## src/rtl/mesiPkg.sv

```systemverilog
package mesiPkg;

  typedef enum logic [1:0] {
    LINE_I = 2'd0,
    LINE_S = 2'd1,
    LINE_E = 2'd2,
    LINE_M = 2'd3
  } lineState_t;

  typedef enum logic [1:0] {
    BUS_RD  = 2'd0,
    BUS_RDX = 2'd1,
    BUS_UPG = 2'd2,
    BUS_WB  = 2'd3
  } busCmd_t;

  typedef enum logic [1:0] {
    OP_READ  = 2'd0,
    OP_WRITE = 2'd1,
    OP_EVICT = 2'd2,
    OP_ALT   = 2'd3
  } reqOp_t;

  // control -> datapath strobes
  typedef struct packed {
    logic       capture;   // latch reqIdx as the held line, write targets reqIdx
    logic       lineWe;    // local state write
    lineState_t lineNew;
  } strobe_t;

  // datapath -> control status
  typedef struct packed {
    lineState_t reqState;   // state of line at reqIdx
    lineState_t heldState;  // state of the held line
    logic       snoopKill;  // invalidating snoop on held line
    logic       snoopTouch; // any state-changing snoop on held line
  } status_t;

  function automatic lineState_t snoopNext(lineState_t cur, busCmd_t cmd);
    lineState_t nxt;
    nxt = cur;
    unique case (cmd)
      BUS_RD:  if (cur == LINE_E || cur == LINE_M) nxt = LINE_S;
      BUS_RDX: nxt = LINE_I;
      BUS_UPG: nxt = LINE_I;
      BUS_WB:  nxt = cur;
    endcase
    return nxt;
  endfunction

endpackage

```

## src/rtl/mesiLineStore.sv

```systemverilog
module mesiLineStore
  import mesiPkg::*;
#(
  parameter int NUM_LINES = 16,
  parameter int IDX_W = $clog2(NUM_LINES)
) (
  input  logic             clk,
  input  logic             rstN,
  input  strobe_t          strb,
  input  logic [IDX_W-1:0] reqIdx,
  input  logic             snoopValid,
  input  logic [1:0]       snoopCmd,
  input  logic [IDX_W-1:0] snoopIdx,
  output status_t          stat,
  output logic [IDX_W-1:0] heldIdx,
  output logic             snoopShared,
  output logic             snoopFlush
);

  lineState_t       lines [NUM_LINES];
  logic [IDX_W-1:0] wIdx;
  busCmd_t          sCmd;
  lineState_t       sState;
  logic             sInval;

  assign sCmd   = busCmd_t'(snoopCmd);
  assign wIdx   = strb.capture ? reqIdx : heldIdx;
  assign sState = lines[snoopIdx];
  assign sInval = (sCmd == BUS_RDX) || (sCmd == BUS_UPG);

  always_ff @(posedge clk) begin
    if (!rstN) heldIdx <= '0;
    else if (strb.capture) heldIdx <= reqIdx;
  end

  // one state register per line; a local write wins over a snoop on the same line
  for (genvar g = 0; g < NUM_LINES; g++) begin : gLine
    always_ff @(posedge clk) begin
      if (!rstN) lines[g] <= LINE_I;
      else if (strb.lineWe && wIdx == IDX_W'(g)) lines[g] <= strb.lineNew;
      else if (snoopValid && snoopIdx == IDX_W'(g)) lines[g] <= snoopNext(lines[g], sCmd);
    end
  end

  assign snoopShared = snoopValid && (sState != LINE_I);
  assign snoopFlush  = snoopValid && (sState == LINE_M) && ((sCmd == BUS_RD) || (sCmd == BUS_RDX));

  assign stat.reqState   = lines[reqIdx];
  assign stat.heldState  = lines[heldIdx];
  assign stat.snoopKill  = snoopValid && (snoopIdx == heldIdx) && sInval;
  assign stat.snoopTouch = snoopValid && (snoopIdx == heldIdx) && (sCmd != BUS_WB);

  // invalidating snoop leaves the line Invalid unless a local write targets it
  assert_snoop_inv_R5: assert property (@(posedge clk) disable iff (!rstN)
    (snoopValid && sInval && !(strb.lineWe && wIdx == snoopIdx))
      |=> lines[$past(snoopIdx)] == LINE_I);

  // a flushing line never stays Modified
  assert_flush_clean_R6: assert property (@(posedge clk) disable iff (!rstN)
    snoopFlush |=> lines[$past(snoopIdx)] != LINE_M);

endmodule

```

## src/rtl/mesiCtrl.sv

```systemverilog
module mesiCtrl
  import mesiPkg::*;
(
  input  logic       clk,
  input  logic       rstN,
  input  logic       reqValid,
  input  logic [1:0] reqOp,
  input  status_t    stat,
  input  logic       busGnt,
  input  logic       busDataValid,
  input  logic       busSharedIn,
  input  logic       snoopValid,
  output strobe_t    strb,
  output logic       reqReady,
  output logic       reqDone,
  output lineState_t doneState,
  output logic       busReq,
  output busCmd_t    busCmd
);

  typedef enum logic [3:0] {
    ST_IDLE, ST_ISS_RD, ST_ISS_RDX, ST_ISS_UPG, ST_ISS_WB,
    ST_WT_RD, ST_WT_RDX, ST_WT_UPG, ST_WT_WB
  } ctlState_t;

  ctlState_t  state, nextState;
  logic       sharedSeen, sharedNext;
  logic       doneNext;
  lineState_t doneStateNext;
  logic       accept;
  reqOp_t     op;

  assign op       = reqOp_t'(reqOp);
  assign reqReady = (state == ST_IDLE) && !snoopValid;
  assign accept   = reqValid && reqReady;

  always_comb begin
    nextState     = state;
    strb          = '0;
    doneNext      = 1'b0;
    doneStateNext = doneState;
    sharedNext    = sharedSeen;
    unique case (state)
      ST_IDLE: if (accept) begin
        strb.capture = 1'b1;
        unique case (op)
          OP_EVICT: begin
            if (stat.reqState == LINE_M) nextState = ST_ISS_WB;
            else begin
              strb.lineWe   = 1'b1;
              strb.lineNew  = LINE_I;
              doneNext      = 1'b1;
              doneStateNext = LINE_I;
            end
          end
          OP_WRITE: begin
            unique case (stat.reqState)
              LINE_I: nextState = ST_ISS_RDX;
              LINE_S: nextState = ST_ISS_UPG;
              LINE_E: begin
                strb.lineWe   = 1'b1;
                strb.lineNew  = LINE_M;
                doneNext      = 1'b1;
                doneStateNext = LINE_M;
              end
              LINE_M: begin
                doneNext      = 1'b1;
                doneStateNext = LINE_M;
              end
            endcase
          end
          default: begin
            if (stat.reqState == LINE_I) nextState = ST_ISS_RD;
            else begin
              doneNext      = 1'b1;
              doneStateNext = stat.reqState;
            end
          end
        endcase
      end
      ST_ISS_RD: if (busGnt) begin
        nextState  = ST_WT_RD;
        sharedNext = busSharedIn;
      end
      ST_WT_RD: if (busDataValid) begin
        strb.lineWe   = 1'b1;
        strb.lineNew  = sharedSeen ? LINE_S : LINE_E;
        doneNext      = 1'b1;
        doneStateNext = sharedSeen ? LINE_S : LINE_E;
        nextState     = ST_IDLE;
      end
      ST_ISS_RDX: if (busGnt) nextState = ST_WT_RDX;
      ST_WT_RDX: if (busDataValid) begin
        strb.lineWe   = 1'b1;
        strb.lineNew  = LINE_M;
        doneNext      = 1'b1;
        doneStateNext = LINE_M;
        nextState     = ST_IDLE;
      end
      ST_ISS_UPG: begin
        if (stat.snoopKill) nextState = ST_ISS_RDX;
        else if (busGnt) nextState = ST_WT_UPG;
      end
      ST_WT_UPG: begin
        if (stat.snoopKill) nextState = ST_ISS_RDX;
        else if (busDataValid) begin
          strb.lineWe   = 1'b1;
          strb.lineNew  = LINE_M;
          doneNext      = 1'b1;
          doneStateNext = LINE_M;
          nextState     = ST_IDLE;
        end
      end
      ST_ISS_WB: begin
        if (stat.snoopTouch) begin
          strb.lineWe   = 1'b1;
          strb.lineNew  = LINE_I;
          doneNext      = 1'b1;
          doneStateNext = LINE_I;
          nextState     = ST_IDLE;
        end else if (busGnt) nextState = ST_WT_WB;
      end
      ST_WT_WB: if (busDataValid) begin
        strb.lineWe   = 1'b1;
        strb.lineNew  = LINE_I;
        doneNext      = 1'b1;
        doneStateNext = LINE_I;
        nextState     = ST_IDLE;
      end
      default: nextState = ST_IDLE;
    endcase
  end

  always_ff @(posedge clk) begin
    if (!rstN) begin
      state      <= ST_IDLE;
      sharedSeen <= 1'b0;
      reqDone    <= 1'b0;
      doneState  <= LINE_I;
    end else begin
      state      <= nextState;
      sharedSeen <= sharedNext;
      reqDone    <= doneNext;
      doneState  <= doneStateNext;
    end
  end

  always_comb begin
    busReq = 1'b1;
    busCmd = BUS_RD;
    unique case (state)
      ST_ISS_RD:  busCmd = BUS_RD;
      ST_ISS_RDX: busCmd = BUS_RDX;
      ST_ISS_UPG: busCmd = BUS_UPG;
      ST_ISS_WB:  busCmd = BUS_WB;
      default:    busReq = 1'b0;
    endcase
  end

  // silent write on an Exclusive line
  assert_silent_write_R3: assert property (@(posedge clk) disable iff (!rstN)
    (accept && op == OP_WRITE && stat.reqState == LINE_E)
      |=> (!busReq && reqDone && doneState == LINE_M));

  // a read fill always completes with a clean state
  assert_fill_clean_R2: assert property (@(posedge clk) disable iff (!rstN)
    (state == ST_WT_RD && busDataValid)
      |=> (reqDone && (doneState == LINE_E || doneState == LINE_S)));

  // an invalidated upgrade turns into a read-for-ownership
  assert_upg_race_R8: assert property (@(posedge clk) disable iff (!rstN)
    (state == ST_ISS_UPG && stat.snoopKill) |=> (busReq && busCmd == BUS_RDX));

  // a miss request stays raised until granted
  assert_req_hold_R13: assert property (@(posedge clk) disable iff (!rstN)
    (busReq && !busGnt && (busCmd == BUS_RD || busCmd == BUS_RDX)) |=> busReq);

  // a touched pending writeback is dropped
  assert_wb_drop_R12: assert property (@(posedge clk) disable iff (!rstN)
    (state == ST_ISS_WB && stat.snoopTouch)
      |=> (!busReq && reqDone && doneState == LINE_I));

endmodule

```

## src/rtl/mesiCtl.sv

```systemverilog
module mesiCtl
  import mesiPkg::*;
#(
  parameter int NUM_LINES = 16,
  localparam int IDX_W = $clog2(NUM_LINES)
) (
  input  logic             clk,
  input  logic             rstN,
  input  logic             reqValid,
  input  logic [1:0]       reqOp,
  input  logic [IDX_W-1:0] reqIdx,
  output logic             reqReady,
  output logic             reqDone,
  output logic [1:0]       doneState,
  output logic             busReq,
  output logic [1:0]       busCmd,
  output logic [IDX_W-1:0] busIdx,
  input  logic             busGnt,
  input  logic             busDataValid,
  input  logic             busSharedIn,
  input  logic             snoopValid,
  input  logic [1:0]       snoopCmd,
  input  logic [IDX_W-1:0] snoopIdx,
  output logic             snoopShared,
  output logic             snoopFlush
);

  strobe_t    strb;
  status_t    stat;
  lineState_t doneEnum;
  busCmd_t    cmdEnum;

  mesiLineStore #(.NUM_LINES(NUM_LINES), .IDX_W(IDX_W)) u_store (
    .clk(clk), .rstN(rstN), .strb(strb), .reqIdx(reqIdx),
    .snoopValid(snoopValid), .snoopCmd(snoopCmd), .snoopIdx(snoopIdx),
    .stat(stat), .heldIdx(busIdx),
    .snoopShared(snoopShared), .snoopFlush(snoopFlush)
  );

  mesiCtrl u_ctrl (
    .clk(clk), .rstN(rstN), .reqValid(reqValid), .reqOp(reqOp),
    .stat(stat), .busGnt(busGnt), .busDataValid(busDataValid),
    .busSharedIn(busSharedIn), .snoopValid(snoopValid),
    .strb(strb), .reqReady(reqReady), .reqDone(reqDone),
    .doneState(doneEnum), .busReq(busReq), .busCmd(cmdEnum)
  );

  assign doneState = doneEnum;
  assign busCmd    = cmdEnum;

endmodule

```

## config.mk

```make
export PLATFORM = sky130hd
export DESIGN_NAME = mesiCtl
export DESIGN_NICKNAME = d
export VERILOG_FILES = /design/src/rtl/mesiPkg.sv /design/src/rtl/mesiLineStore.sv /design/src/rtl/mesiCtrl.sv /design/src/rtl/mesiCtl.sv
export SDC_FILE = /design/constraint.sdc
export NUM_CORES = 1
export LEC_CHECK = 0
export CAP_MARGIN = 10
export CORE_ASPECT_RATIO = 1.75
export CORE_MARGIN = 4
export CORE_UTILIZATION = 45
export CTS_BUF_LIST = sky130_fd_sc_hd__clkbuf_4
export CTS_CLUSTER_SIZE = 16
export DETAILED_ROUTE_END_ITERATION = 6
export DONT_BUFFER_PORTS = 1
export HOLD_SLACK_MARGIN = 0.02
export PLACE_DENSITY = 0.61
export SYNTH_ARGS = -nofsm -noshare
export SYNTH_HDL_FRONTEND = slang
export SYNTH_SLANG_ARGS = --single-unit
```

## constraint.sdc

```tcl
create_clock -name clk -period 6.75 [get_ports clk]
set_clock_uncertainty 0.15 [all_clocks]
set_input_delay 2.025 -clock clk [delete_from_list [all_inputs] [get_ports clk]]
set_output_delay 2.025 -clock clk [all_outputs]
set_load 0.05 [all_outputs]
```

After elaboration in Yosys (flattened, before gate mapping)

Memory sizes are Yosys's and may differ from the RTL's.
Cells that the tools add are included.

Equal/unequal tests: 96
Muxes and demuxes: 274
Bitwise operators: 32
Reductions and logical operators: 73

Operators by type and width:

| operator           | number |
|---|---|
| $mux 2             | 106 |
| $mux 1             | 122 |
| $pmux 2 s3         | 17 |
| $eq 2x2->1 const B | 38 |
| $eq 4x4->1 const B | 17 |
| $mux 4             | 13 |
| $eq 4x3->1 const B | 12 |
| $logic_and 1x1->1  | 40 |
| $or 1x1->1         | 32 |
| $pmux 4 s7         | 1 |
| $eq 4x2->1 const B | 6 |
| $mux 3             | 7 |
| $logic_or 1x1->1   | 18 |
| $pmux 3 s6         | 1 |
| $pmux 4 s2         | 2 |
| $ne 3x3->1 const B | 5 |
| $ne 2x2->1 const B | 7 |
| $eq 4x1->1 const B | 3 |
| $logic_not 4->1    | 3 |
| $ne 4x4->1 const B | 3 |
| $pmux 2 s6         | 1 |
| $reduce_and 9->1   | 1 |
| $reduce_and 8->1   | 1 |
| $eq 2x1->1 const B | 3 |
| 14 further kinds   | 16 |

Flip-flop bits (word level): 12
RAM bits: 32
Logic and storage cells: 481
Memories kept: 1

Memory list:

| name          | depth | bits a word | read ports | clocked after memory_dff | write ports | RTL line            | RTL |
|---|---|---|---|---|---|---|---|
| u_store.lines | 16    | 2           | 18         | 0                        | 16          | mesiLineStore.sv:20 | `lineState_t lines [NUM_LINES];` |

Longest topological paths before layout

An unclocked memory read counts as a cell.

Depth after elaboration: 14
Mapped depth: 11
Mapped depth without buffers: 8

Cells and area by module

From an unflattened synthesis, not the netlist that was laid out.

Cells, all modules: 390
Area, all modules: 3807.4 µm²

By module, submodules not included:

| module        | times used | cells each | area each (µm²) | seq. area each (µm²) |
|---|---|---|---|---|
| mesiLineStore | 1          | 263        | 2919.0          | 1041.0 |
| mesiCtrl      | 1          | 127        | 888.4           | 160.2 |

Least setup slack after synthesis

Ideal clock, no wire load.

Path kind: input-to-output
From: input snoopIdx[0]
To: output snoopShared
Data arrival time: 3.813 ns
Required time: 4.575 ns
Slack: 0.762 ns
Stages on the path: 4
Cells stage by stage: buf_1 > mux4_2 > mux4_2 > o21a_1

Cells in the longest elaborated chain, start to end: 3

RTL lines:

| item               | RTL line            | RTL |
|---|---|---|
| start: declaration | mesiCtl.sv:23       | `input logic [IDX_W-1:0] snoopIdx,` |
| $mem_v2 16x2       | -                   |  |
| $reduce_bool 2->1  | mesiLineStore.sv:45 | `assign snoopShared = snoopValid && (sState != LINE_I);` |
| $logic_and 1x1->1  | mesiLineStore.sv:45 |  |
| end: declaration   | mesiCtl.sv:24       | `output logic snoopShared,` |

Every way passes these cells.

Worst setup path after layout

Same ends and word-level chain as after synthesis.

==> results.sh <==
export IMPL_netlist_cell_type_count=64
export IMPL_syn_nets=434
export IMPL_netlist_instances=409
export IMPL_final_cell_mix="nand2_1 (49), nor2_1 (45), edfxtp_1 (32)"
export IMPL_yosys_area_top_type_share=0.253
export IMPL_diodes=0
export IMPL_fin_area_mm2=0.00384
export IMPL_worstPathRequired_ns=4.58
export IMPL_vias_per_cell=6.64
export IMPL_cpMostUsedCell="mux4_2"
export IMPL_place_congestion=0.914
export IMPL_synth_seq_cells=44
export IMPL_cts_buffer_depth=2
export IMPL_nets=419
export IMPL_synth_edf_count=32
export IMPL_multi_input_area_mm2=0.00237
export IMPL_htreeDepth=2
export IMPL_p_sw_frac=0.357
export IMPL_regToRegSetupSlack_ns=2.94
export IMPL_routed_wl_mm=12.1
export IMPL_cts_sinks=44
export IMPL_cts_inserted_buffers=5
export IMPL_place_ws_ns=1.16
export IMPL_pwr_share_seq=0.532
export IMPL_worstMarginPinSlew_ns=1.15
export IMPL_ir_drop_mv=0.0952
export IMPL_start_kind="primary input"
export IMPL_hpwl_mm=9.35
export IMPL_p_int_mw=0.396
export IMPL_area_growth_pct=1.19
export IMPL_max_freq_ghz=0.179
export IMPL_maxSlewHeadroom=0.232
export IMPL_utilization=0.465
export IMPL_finalCritPeriodShare=0.828
export IMPL_path_cells="mux4_2 > mux4_2 > o21a_1"
export IMPL_layout_commonest_cell="nand2_1"
export IMPL_grt_first_pass_wirelength_mm=18.6
export IMPL_fin_ws_ns=1.16
export IMPL_combPwrFrac=0.254
export IMPL_power_total_mw=0.617
export IMPL_first_iter_violations=261
export IMPL_ios=32
export IMPL_dpl_cell_area_mm2=0.00379
export IMPL_synth_area_per_cell_um2=9.27
export IMPL_grt_ovfl_total=0
export IMPL_ctsHoldBuffers=0
export IMPL_grt_pass1_vias=3297
export IMPL_worstPathBufferInverterCount=0
export IMPL_cap_viol_max_count=0
export IMPL_dieArea_mm2=0.0100
export IMPL_ys_warn_count=0
export IMPL_setup_violations=0
export IMPL_netlist_top_cells_area="edfxtp_1 (25%), mux4_2 (8.3%), mux2i_1 (7.7%)"
export IMPL_route_detailed_drc=0
export IMPL_hold_class="reg2reg"
export IMPL_hold_violations=0
export IMPL_antenna_left=0
export IMPL_arrival_ns=3.41
export IMPL_placedCellCount=479
export IMPL_path_clk_slew_ns=0.13
export IMPL_setup_worst_path_end_class="primary output"
export IMPL_vias=3226
export IMPL_initial_core_util=0.459
export IMPL_synthesis_area_mm2=0.00379
export IMPL_hold_ws_ns=0.503
export IMPL_worstSetupPathType="in2out"
export IMPL_dr_pass1_iters=4
export IMPL_antenna_found_initial=0
export IMPL_min_period_ns=5.59
export IMPL_core_area_mm2=0.00826
export IMPL_cts_root_buf="clkbuf_4"
export IMPL_nFillCells=843
export IMPL_status="complete, no violations"
export IMPL_synth_async_reset_ratio=0
export IMPL_cp_max_fo=13
export IMPL_critPathMaxStageDelay_ns=0.50
export IMPL_rsz0062_at_grt="no"
export IMPL_cts_resized=0
export IMPL_grt_use_total=0.246
export IMPL_drive_above_1_share=0.129
export IMPL_cp_slowest_cell="mux4_2"
export IMPL_synthFlopType="edfxtp_1"
export IMPL_portBuffers=0
export IMPL_die_h_um=129
export IMPL_yosysSeqAreaShare=0.317
export IMPL_critPathTopFamily="multiplexers"
export IMPL_avgRoutedWirePerCell_um=24.8
export IMPL_clock_latency_ns=0.38
export IMPL_die_w_um=77.4
export IMPL_switching_power_mw=0.220
export IMPL_power_density_mw_per_mm2=161
export IMPL_cts_tree="done"
export IMPL_grt_start_max_net_pins=33
export IMPL_ff_latch_area_mm2=0.00120
export IMPL_post_cts_setup_buffers=0
export IMPL_p_leak_nw=1.60
export IMPL_fin_tns_setup_ns=0
export IMPL_slew_violations=0
export IMPL_final_instance_count_excl_fill=486
export IMPL_fp_row_count=44
export IMPL_p_clk_frac=0.214
export IMPL_yosysTopAreaCell="edfxtp_1"
## power groups by stage
stage | registers, mW | logic, mW | clock network (mW)
after CTS | 0.328 | 0.155 | 0.135
after floorplan | 0.324 | 0.135 | 0
after global routing | 0.329 | 0.168 | 0.143
after detailed placement | 0.334 | 0.155 | 0
final | 0.328 | 0.157 | 0.132
after global placement | 0.334 | 0.153 | 0
## layer usage
layer,wire (um),up-vias,global-route usage
met5,0,-,0
met4,863,0,0.177
met3,429,48,0.0376
met2,6790,111,0.476
met1,3990,1592,0.228
li1,-,1475,-
## cells by family (layout without fill, tap and decap cells)
logic type / after synthesis / in the layout / synth area share
AOI/OAI and AO/OA: 80 / 80 / 0.172
xor gates and xnor gates: 5 / 5 / 0.0116
adders and majority gates: 6 / 6 / 0.0198
buffers and inverters: 42 / 27 / 0.0574
DFF: 44 / 44 / 0.317
muxes: 43 / 43 / 0.160
and+or+nand+nor: 189 / 189 / 0.262
## final timing paths
check / startpoint / cells past startpoint / endpoint
setup / recovery: snoopIdx[0] / 3 / snoopShared
hold / removal: u_ctrl.sharedSeen / 2 / u_ctrl.sharedSeen
setup reg to reg: u_ctrl.state[1] / 8 / u_store.lines[0][1]
hold reg to reg: u_ctrl.sharedSeen / 2 / u_ctrl.sharedSeen
## worst reg2reg max path: stages (launching register included)
cell	delay [ns]
dfxtp_1	0.55
nor4_2	0.52
nand2_1	0.40
nor2_1	0.24
o31ai_1	0.14
o211ai_2	0.82
buf_4	0.37
or2b_1	0.35
nor2b_1	0.15
## Yosys cell counts (all sizes together) (12+ instances only)
master and instances:
mux4 14, buf 14, edfxtp 32, nand3 23
mux2i 29, nand2 59, o211ai 21, dfxtp 12
nor2b 26, clkbuf 14, inv 14, nor2 45
## final cells by class
cell class              instances  share of cell area
clock inverters                 2             0.00326
multi-input cells             323               0.618
well taps                      92              0.0300
clock buffers                   5             0.00978
repair buffers                  6              0.0117
inverters                      14              0.0137
flip-flops and latches         44               0.313
## state kept, by name, summed over array words and instances (netlist names)
signal	flops
u_ctrl.doneState	2
u_ctrl.reqDone	1
u_ctrl.sharedSeen	1
u_ctrl.state	4
u_store.heldIdx	4
u_store.lines	32
No activity file was read; power rests on OpenSTA's default activity.
